==> src/rtl/srx_pkg.sv <==
package srx_pkg;
  typedef enum logic [2:0] {
    S_IDLE  = 3'd0,
    S_START = 3'd1,
    S_DATA  = 3'd2,
    S_PAR   = 3'd3,
    S_STOP  = 3'd4
  } srx_state_e;
endpackage

==> src/rtl/srx_sync.sv <==
module srx_sync #(
  parameter int   STAGES  = 2,
  parameter logic RST_VAL = 1'b1
) (
  input  logic clk,
  input  logic rst_n,
  input  logic d,
  output logic q
);
  logic [STAGES-1:0] ff_q;

  always_ff @(posedge clk or negedge rst_n) begin
    if (!rst_n) ff_q <= {STAGES{RST_VAL}};
    else        ff_q <= {ff_q[STAGES-2:0], d};
  end

  assign q = ff_q[STAGES-1];
endmodule

==> src/rtl/srx_ctrl.sv <==
module srx_ctrl
  import srx_pkg::*;
#(
  parameter int TICKS_PER_BIT = 16,
  parameter int START_SAMPLES = TICKS_PER_BIT / 2,
  parameter int NBW           = 4
) (
  input  logic           clk,
  input  logic           rst_n,
  input  logic           en,
  input  logic           tick,
  input  logic           sync_mode,
  input  logic           rxd_s,
  input  logic [NBW-1:0] nbits,
  input  logic           par_en,
  output logic           frame_go,
  output logic           data_smp,
  output logic           par_smp,
  output logic           stop_smp
);
  localparam int CW = $clog2(TICKS_PER_BIT);

  srx_state_e     state_q, state_d;
  logic [CW-1:0]  tcnt_q, tcnt_d;
  logic [NBW-1:0] bcnt_q, bcnt_d;
  logic           line_q;
  logic           fall, bit_pt, start_pt;

  assign fall     = line_q & ~rxd_s;
  assign bit_pt   = tick & (sync_mode | (tcnt_q == CW'(TICKS_PER_BIT - 1)));
  assign start_pt = tick & (sync_mode | (tcnt_q == CW'(START_SAMPLES - 1)));

  always_comb begin
    state_d  = state_q;
    tcnt_d   = tcnt_q;
    bcnt_d   = bcnt_q;
    frame_go = 1'b0;
    data_smp = 1'b0;
    par_smp  = 1'b0;
    stop_smp = 1'b0;
    if (!en) begin
      state_d = S_IDLE;
    end else begin
      case (state_q)
        S_IDLE: begin
          if (fall) begin
            state_d  = S_START;
            tcnt_d   = '0;
            frame_go = 1'b1;
          end
        end
        S_START: begin
          if (tick) begin
            if (rxd_s) begin
              state_d = S_IDLE;
            end else if (start_pt) begin
              state_d = S_DATA;
              tcnt_d  = '0;
              bcnt_d  = '0;
            end else begin
              tcnt_d = tcnt_q + CW'(1);
            end
          end
        end
        S_DATA, S_PAR, S_STOP: begin
          if (tick) tcnt_d = bit_pt ? '0 : tcnt_q + CW'(1);
          if (bit_pt) begin
            if (state_q == S_DATA) begin
              data_smp = 1'b1;
              bcnt_d   = bcnt_q + NBW'(1);
              if (bcnt_q == nbits - NBW'(1)) state_d = par_en ? S_PAR : S_STOP;
            end else if (state_q == S_PAR) begin
              par_smp = 1'b1;
              state_d = S_STOP;
            end else begin
              stop_smp = 1'b1;
              state_d  = S_IDLE;
            end
          end
        end
        default: state_d = S_IDLE;
      endcase
    end
  end

  always_ff @(posedge clk or negedge rst_n) begin
    if (!rst_n) begin
      state_q <= S_IDLE;
      tcnt_q  <= '0;
      bcnt_q  <= '0;
      line_q  <= 1'b1;
    end else begin
      state_q <= state_d;
      tcnt_q  <= tcnt_d;
      bcnt_q  <= bcnt_d;
      line_q  <= rxd_s;
    end
  end

  // a disabled receiver is idle on the following cycle
  p_idle_when_off_r1: assert property (@(posedge clk) disable iff (!rst_n)
    !en |=> state_q == S_IDLE);

  // a high validation sample abandons the frame
  p_reject_high_r2: assert property (@(posedge clk) disable iff (!rst_n)
    (en && state_q == S_START && tick && rxd_s) |=> state_q == S_IDLE);

  // at most one bit strobe per cycle
  p_one_strobe_r4: assert property (@(posedge clk) disable iff (!rst_n)
    $onehot0({data_smp, par_smp, stop_smp}));
endmodule

==> src/rtl/srx_hold.sv <==
module srx_hold #(
  parameter int DATA_W = 8,
  parameter int NBW    = 4
) (
  input  logic              clk,
  input  logic              rst_n,
  input  logic              frame_go,
  input  logic              data_smp,
  input  logic              par_smp,
  input  logic              stop_smp,
  input  logic              rxd_s,
  input  logic [NBW-1:0]    nbits,
  input  logic              par_odd,
  input  logic              rd_stb,
  output logic [DATA_W-1:0] data_q,
  output logic              ready_q,
  output logic              perr_q,
  output logic              ferr_q
);
  localparam logic [NBW-1:0] DW_N = NBW'(DATA_W);

  logic [DATA_W-1:0] shift_q, shift_d, data_d, aligned;
  logic              ppend_q, ppend_d;
  logic              ready_d, perr_d, ferr_d;

  assign aligned = shift_q >> (DW_N - nbits);

  always_comb begin
    shift_d = shift_q;
    ppend_d = ppend_q;
    if (frame_go) begin
      shift_d = '0;
      ppend_d = 1'b0;
    end else if (data_smp) begin
      shift_d = {rxd_s, shift_q[DATA_W-1:1]};
    end else if (par_smp) begin
      ppend_d = (^shift_q) ^ rxd_s ^ par_odd;
    end
  end

  always_comb begin
    data_d  = data_q;
    ready_d = ready_q;
    perr_d  = perr_q;
    ferr_d  = ferr_q;
    if (stop_smp) begin
      data_d  = aligned;
      ready_d = 1'b1;
      perr_d  = ppend_q;
      ferr_d  = ~rxd_s;
    end else if (rd_stb) begin
      ready_d = 1'b0;
      perr_d  = 1'b0;
      ferr_d  = 1'b0;
    end
  end

  always_ff @(posedge clk or negedge rst_n) begin
    if (!rst_n) begin
      shift_q <= '0;
      ppend_q <= 1'b0;
      data_q  <= '0;
      ready_q <= 1'b0;
      perr_q  <= 1'b0;
      ferr_q  <= 1'b0;
    end else begin
      shift_q <= shift_d;
      ppend_q <= ppend_d;
      data_q  <= data_d;
      ready_q <= ready_d;
      perr_q  <= perr_d;
      ferr_q  <= ferr_d;
    end
  end

  // ready follows the stop sample by one cycle
  p_load_sets_ready_r9: assert property (@(posedge clk) disable iff (!rst_n)
    stop_smp |=> ready_q);

  // framing flag reflects the stop sample
  p_frame_flag_r8: assert property (@(posedge clk) disable iff (!rst_n)
    stop_smp |=> ferr_q == !$past(rxd_s));

  // bits above the character length are zero after a load
  p_upper_zero_r6: assert property (@(posedge clk) disable iff (!rst_n)
    stop_smp |=> (data_q >> $past(nbits)) == '0);

  // read strobe without a load clears all flags
  p_clear_on_read_r10: assert property (@(posedge clk) disable iff (!rst_n)
    (rd_stb && !stop_smp) |=> (!ready_q && !perr_q && !ferr_q));
endmodule

==> src/rtl/serial_rx.sv <==
module serial_rx #(
  parameter int TICKS_PER_BIT = 16,
  parameter int SYNC_STAGES   = 2,
  parameter int MIN_BITS      = 5,
  parameter int LEN_W         = 2,
  parameter int DATA_W        = 8
) (
  input  logic              clk,
  input  logic              rst_n,
  input  logic              rx_en,
  input  logic              tick_en,
  input  logic              cfg_sync,
  input  logic [LEN_W-1:0]  cfg_len,
  input  logic              cfg_par_en,
  input  logic              cfg_par_odd,
  input  logic              rxd,
  input  logic              rd_stb,
  output logic [DATA_W-1:0] rx_data,
  output logic              rx_ready,
  output logic              err_parity,
  output logic              err_frame
);
  localparam int NBW = $clog2(DATA_W + 1);

  logic           rxd_s;
  logic [NBW-1:0] nbits;
  logic           frame_go, data_smp, par_smp, stop_smp;

  assign nbits = NBW'(MIN_BITS) + NBW'(cfg_len);

  srx_sync #(.STAGES(SYNC_STAGES), .RST_VAL(1'b1)) u_sync (
    .clk (clk),
    .rst_n(rst_n),
    .d   (rxd),
    .q   (rxd_s)
  );

  srx_ctrl #(.TICKS_PER_BIT(TICKS_PER_BIT), .START_SAMPLES(TICKS_PER_BIT / 2), .NBW(NBW)) u_ctrl (
    .clk      (clk),
    .rst_n    (rst_n),
    .en       (rx_en),
    .tick     (tick_en),
    .sync_mode(cfg_sync),
    .rxd_s    (rxd_s),
    .nbits    (nbits),
    .par_en   (cfg_par_en),
    .frame_go (frame_go),
    .data_smp (data_smp),
    .par_smp  (par_smp),
    .stop_smp (stop_smp)
  );

  srx_hold #(.DATA_W(DATA_W), .NBW(NBW)) u_hold (
    .clk     (clk),
    .rst_n   (rst_n),
    .frame_go(frame_go),
    .data_smp(data_smp),
    .par_smp (par_smp),
    .stop_smp(stop_smp),
    .rxd_s   (rxd_s),
    .nbits   (nbits),
    .par_odd (cfg_par_odd),
    .rd_stb  (rd_stb),
    .data_q  (rx_data),
    .ready_q (rx_ready),
    .perr_q  (err_parity),
    .ferr_q  (err_frame)
  );
endmodule

==> config.mk <==
export PLATFORM = sky130hd
export DESIGN_NAME = serial_rx
export DESIGN_NICKNAME = d
export VERILOG_FILES = /design/src/rtl/srx_pkg.sv /design/src/rtl/srx_sync.sv /design/src/rtl/srx_ctrl.sv /design/src/rtl/srx_hold.sv /design/src/rtl/serial_rx.sv
export SDC_FILE = /design/constraint.sdc
export NUM_CORES = 1
export LEC_CHECK = 0
export BUFFER_PORTS_ARGS = -buffer_cell sky130_fd_sc_hd__clkbuf_2
export CORE_AREA = 2 2 79 81
export CTS_CLUSTER_SIZE = 24
export DETAILED_ROUTE_END_ITERATION = 10
export DIE_AREA = 0 0 81 83
export SLEW_MARGIN = 20
export SYNTH_ARGS = -nofsm -noshare
export SYNTH_HDL_FRONTEND = slang
export SYNTH_SLANG_ARGS = --single-unit
==> constraint.sdc <==
create_clock -name clk -period 3.4 [get_ports clk]
set_clock_uncertainty 0.2 [all_clocks]
set_input_delay 0 -clock clk [delete_from_list [all_inputs] [get_ports clk]]
set_output_delay 0 -clock clk [all_outputs]
set_load 0.02 [all_outputs]
## Yosys cells after proc, flatten, opt, wreduce, memory -nomap -nowiden

Cells that the tools add are included.
Widths: inputs -> output; s select.

- Bits in registers: 34
- Input bits: 11
- Output and inout port bits: 11

- Add/sub/neg operators: 5
- Equality and inequality tests: 20
- Shifts and indexed selects: 1
- Multiplexer cells: 50
- Bitwise operators: 8
- Reduce and logical (&&, ||, !) cells: 12

Operators by type and width:

| operator | count |
|---|---|
| $mux 4 | 11 |
| $mux 3 | 10 |
| $mux 1 | 24 |
| $mux 8 | 2 |
| $pmux 4 s3 | 1 |
| $pmux 3 s3 | 1 |
| $add 4x1->4 const B | 2 |
| $ne 2x1->1 const B | 4 |
| $ne 2x2->1 const B | 4 |
| $pmux 4 s2 | 1 |
| $reduce_bool 2->1 | 4 |
| $reduce_xor 8->1 | 1 |
| $shr 8x4->8 | 1 |
| $reduce_and 7->1 | 1 |
| $eq 3x2->1 const B | 2 |
| $ne 3x2->1 const B | 2 |
| $reduce_and 6->1 | 1 |
| $reduce_and 5->1 | 1 |
| $add 3x2->4 const A | 1 |
| $eq 4x3->1 const B | 1 |
| $eq 4x4->1 | 1 |
| $eq 4x4->1 const B | 1 |
| $ne 4x3->1 const B | 1 |
| $ne 4x4->1 const B | 1 |
| 13 further kinds | 17 |

## Logic depth before layout (Yosys ltp)

- Depth after elaboration: 9
- Mapped depth: 7

## By module

From an unflattened synthesis, not the netlist that was laid out.

- Cell total of the unflattened synthesis: 215
- Area, all modules: 2152.1 µm²

Modules (own cells, without submodules):

| module | times used | cells an instance | area each (µm²) | sequential area each (µm²) |
|---|---|---|---|---|
| srx_hold | 1 | 109 | 1142.3 | 500.5 |
| srx_ctrl | 1 | 100 | 924.6 | 301.5 |
| srx_sync | 1 | 2 | 52.6 | 52.6 |
| serial_rx | 1 | 4 | 32.5 | 0.0 |

## Worst setup path before layout

No wires, ideal clock.

- Path kind: register to register
- From: register u_ctrl.tcnt_q[0]
- To: register u_ctrl.tcnt_q[3]
- Setup time: 87 ps
- Arrival: 1799 ps
- Data required time: 3113 ps
- Setup slack: 1314 ps
- Cell stages (with the launch flop): 7
- Path buffers: 0
- Clock period less this slack: 2086 ps
- Cell sequence: dfrtp_1 ha_1 a31o_2 a22oi_4 a21oi_2 or4_1 o211ai_1

- Cells in the longest elaborated chain, start to end: 7

RTL lines:

| item | RTL line | RTL |
|---|---|---|
| start: declaration | srx_ctrl.sv:24 | `logic [CW-1:0] tcnt_q, tcnt_d;` |
| start signal: assignment | srx_ctrl.sv:94 | `tcnt_q <= tcnt_d;` |
| $eq 4x3->1 | srx_ctrl.sv:31 | `assign start_pt = tick & (sync_mode \| (tcnt_q == CW'(START_SAMPLES - 1)));` |
| $or 1x1->1 | srx_ctrl.sv:31 |  |
| $and 1x1->1 | srx_ctrl.sv:31 |  |
| $mux 4 | srx_ctrl.sv:56 | `end else if (start_pt) begin` |
| $mux 4 | srx_ctrl.sv:54 | `if (rxd_s) begin` |
| $mux 4 | srx_ctrl.sv:53 | `if (tick) begin` |
| $pmux 4 s3 * | srx_ctrl.sv:44 | `case (state_q)` |

Every way passes the cells marked *; elsewhere a longest branch is shown, timed or not. The select of a mux whose other input is x is not followed.
A chain may end at the register's enable or synchronous reset.

## Final worst setup path

- From: register u_ctrl.state_q[1]
- To: register u_ctrl.tcnt_q[3]

- Cells in the longest elaborated chain, start to end: 4

RTL lines:

| item | RTL line | RTL |
|---|---|---|
| start: declaration | srx_ctrl.sv:23 | `srx_state_e state_q, state_d;` |
| start signal: assignment | srx_ctrl.sv:93 | `state_q <= state_d;` |
| $eq 3x3->1 / $eq 3x2->1 (equally long branches) | srx_ctrl.sv:44 |  |
| $reduce_or 3->1 | srx_ctrl.sv:44 |  |
| $ne 2x2->1 (no line) / $reduce_bool 3->1 (equally long branches) | -- |  |
| $reduce_and 6->1 (no line) | -- |  |

Several ways; a longest one is shown, not always the timed one.

==> flow_summary.json <==
{
  "status": "completed",
  "die_x_um": 81,
  "yosysSeqAreaShare_pct": 42.7,
  "cts_tree": "built",
  "drtAntennaViolNets": 0,
  "synth_nets": 209,
  "drtIter0Drc": 180,
  "syn2layout_area_growth_pct": 16.6,
  "drive_gt1_share_pct": 23.5,
  "leakage_nw": 1.04,
  "synth_area_per_cell_um2": 10.3,
  "cp_data_required_time_ns": 3.40,
  "drt-pass1-iter-count": 4,
  "clk_pin_slew_ns": 0.07,
  "ff_latch_area_um2": 855,
  "yosysUniqueCellTypes": 54,
  "layout_commonest_cell": "dfrtp_1",
  "power_density_nw_per_um2": 437,
  "min_period_ns": 2.32,
  "cap_violations": 0,
  "peakVddDrop_mv": 0.152,
  "port_buffers": 21,
  "gp_congestion": 0.787,
  "core_um2": 5820,
  "cts_buffers": 5,
  "hpwl_mm": 2.74,
  "via_per_inst": 5.11,
  "cts-root-buf": "clkbuf_8",
  "synth_area_um2": 2000,
  "worst_slew_pin_slew_ns": 0.831,
  "drc": 0,
  "ys_ff_latch": 34,
  "ff2ff_path_depth": 5,
  "synth-edff-count": 0,
  "power.total_mw": 1.02,
  "totalWireLength_mm": 3.93,
  "grt_pass1_wl_mm": 7.02,
  "vias": 1492,
  "nFillCells": 598,
  "multi_input_area_um2": 1070,
  "antenna_found_initial": 0,
  "fmax_mhz": 430,
  "antenna-diode-count": 0,
  "cpMaxStageDelayCell": "dfrtp_1",
  "path_class": "reg -> reg",
  "die_y_um": 83,
  "row_count": 28,
  "nets": 231,
  "cts_buffer_depth": 2,
  "synthTopCellsByArea": "dfrtp_1 39%, mux4_2 5.6%, nand2_1 5.4%",
  "grt_setup_unrepaired": "false",
  "dieArea_um2": 6720,
  "final_cell_mix": "31 x dfrtp_1, 29 x nand2_1, 21 x clkbuf_2, 15 x o21ai_0, 10 x xnor2_1",
  "hold_depth": 4,
  "critPathMaxFanout": 20,
  "yosys_warnings": 0,
  "ioPinCount": 22,
  "hold_violations": 0,
  "postCtsSetupBuffers": 0,
  "startpoint_type": "flop",
  "worstSkewPairLatency_ns": 0.29,
  "cp-end-kind": "flop",
  "synth_top_area_share_pct": 38.8,
  "cp_data_arrival_time_ns": 2.33,
  "initial_utilization_pct": 34.4,
  "hp-class": "in -> reg",
  "max_slew_margin_pct": 44.6,
  "htreeDepth": 2,
  "grt_max_degree": 35,
  "drv_slew": 0,
  "grtUsageTotal_pct": 13.2,
  "finalSetupViolations": 0,
  "period_share_pct": 68.3,
  "synth_ff_type": "dfrtp_1",
  "yosysTopAreaCell": "dfrtp_1",
  "tns_ns": 0,
  "cts_sinks": 34,
  "synthCells": 194,
  "grt_pass1_vias": 1479,
  "critical_path.max_stage_delay_ns": 0.60,
  "async_flop_share_pct": 100,
  "routedWlPerCell_um": 13.5,
  "overflow": 0,
  "path_cells": "or3b_4, a22oi_4, a21oi_2, or4_1, o211ai_1"
}
## cells by family (layout without fill, tap and decap cells)
logic type,Yosys count,after routing,share of synthesized area (%)
XOR/XNOR,12,12,5.63
multiplexers,7,7,6.69
adder cells (fa/ha/maj),4,4,2.50
flip-flops,34,34,42.7
buffers and inverters,15,38,3.75
AO/OA/AOI/OAI,52,52,18.8
AND/OR/NAND/NOR,70,70,19.9
## worst paths after layout
kind	slack (ns)	endpoint	from
min reg2reg	0.16	u_sync.ff_q[1]	u_sync.ff_q[0]
min	0.01	u_hold.ppend_q	tick_en
min in group asynchronous	0.14	u_hold.data_q[2]	rst_n
max	1.08	u_ctrl.tcnt_q[3]	u_ctrl.state_q[1]
max reg2reg	1.08	u_ctrl.tcnt_q[3]	u_ctrl.state_q[1]
max in group asynchronous	2.33	u_ctrl.tcnt_q[3]	rst_n
## routing by layer
metal | global-route usage [%] | share of wire, % | vias up
met3 | 4.46 | 4.2 | 9
met1 | 18.2 | 50 | 705
li1 | - | - | 753
met2 | 19.2 | 44 | 25
met4 | 4.62 | 2.1 | 0
met5 | 0 | 0 | -
## timing repair
item,in CTS,in global routing
hold buffers,5,0
endpoints found under the hold margin,39,0
endpoints found under the setup margin,0,0
resized for setup,0,0
## final cells by class
type	instances	area share, %
Tap cell	75	4.02
Multi-Input combinational cell	145	46.0
Sequential cell	34	36.6
Clock inverter	2	2.57
Inverter	4	0.643
Clock buffer	6	3.54
Timing Repair Buffer	26	6.65
## registers in the layout, indices dropped and copies added, names as in the netlist
signal,flops
u_hold.data_q,8
u_hold.shift_q,8
u_ctrl.bcnt_q,4
u_ctrl.tcnt_q,4
u_ctrl.state_q,3
u_sync.ff_q,2
u_ctrl.line_q,1
u_hold.ferr_q,1
u_hold.perr_q,1
u_hold.ppend_q,1
u_hold.ready_q,1
## worst max-delay path, delay by kind of cell (launching register included)
family,cells,cell delay (ns)
AO/OA/AOI/OAI,3,0.44
AND/OR/NAND/NOR,2,1.00
flip-flops,1,0.60
## cells in the mapped netlist (2+ instances only)
master	n
a21o_1	4
a21oi_1	4
a22o_1	8
and2_1	2
buf_2	4
clkbuf_1	5
dfrtp_1	31
dfstp_2	3
ha_1	4
inv_1	4
mux4_2	5
nand2_1	29
nand3_1	6
nand3b_1	4
nand4_1	2
nor2_1	5
nor2b_1	4
nor3b_2	4
nor4_1	2
o211a_1	2
o211ai_1	2
o21ai_0	15
o21ai_1	5
xnor2_1	10
## per-stage QoR
stage / std cells / worst slack, ns / hold WS, ns / util, % / cell area [um^2]
2_1_floorplan: 194 / 1.31 / -0.496 / - / 2000
3_3_place_gp: 279 / 1.13 / -0.106 / 36.8 / 2140
3_5_place_dp: 279 / 1.05 / -0.103 / 36.8 / 2140
4_1_cts: 292 / 1.02 / 0.00895 / 40.1 / 2330
5_1_grt: 292 / 0.902 / 0.0613 / 40.1 / 2330
6_report: 292 / 1.08 / 0.00988 / 40.1 / 2330
## power by group
part           switching (mW)  total, mW  internal (mW)  leakage, nW
Clock                   0.150      0.463          0.313       0.0714
Combinational          0.0622      0.113         0.0504        0.507
Sequential             0.0235      0.444          0.420        0.463
No activity file was read; power rests on OpenSTA's default activity.
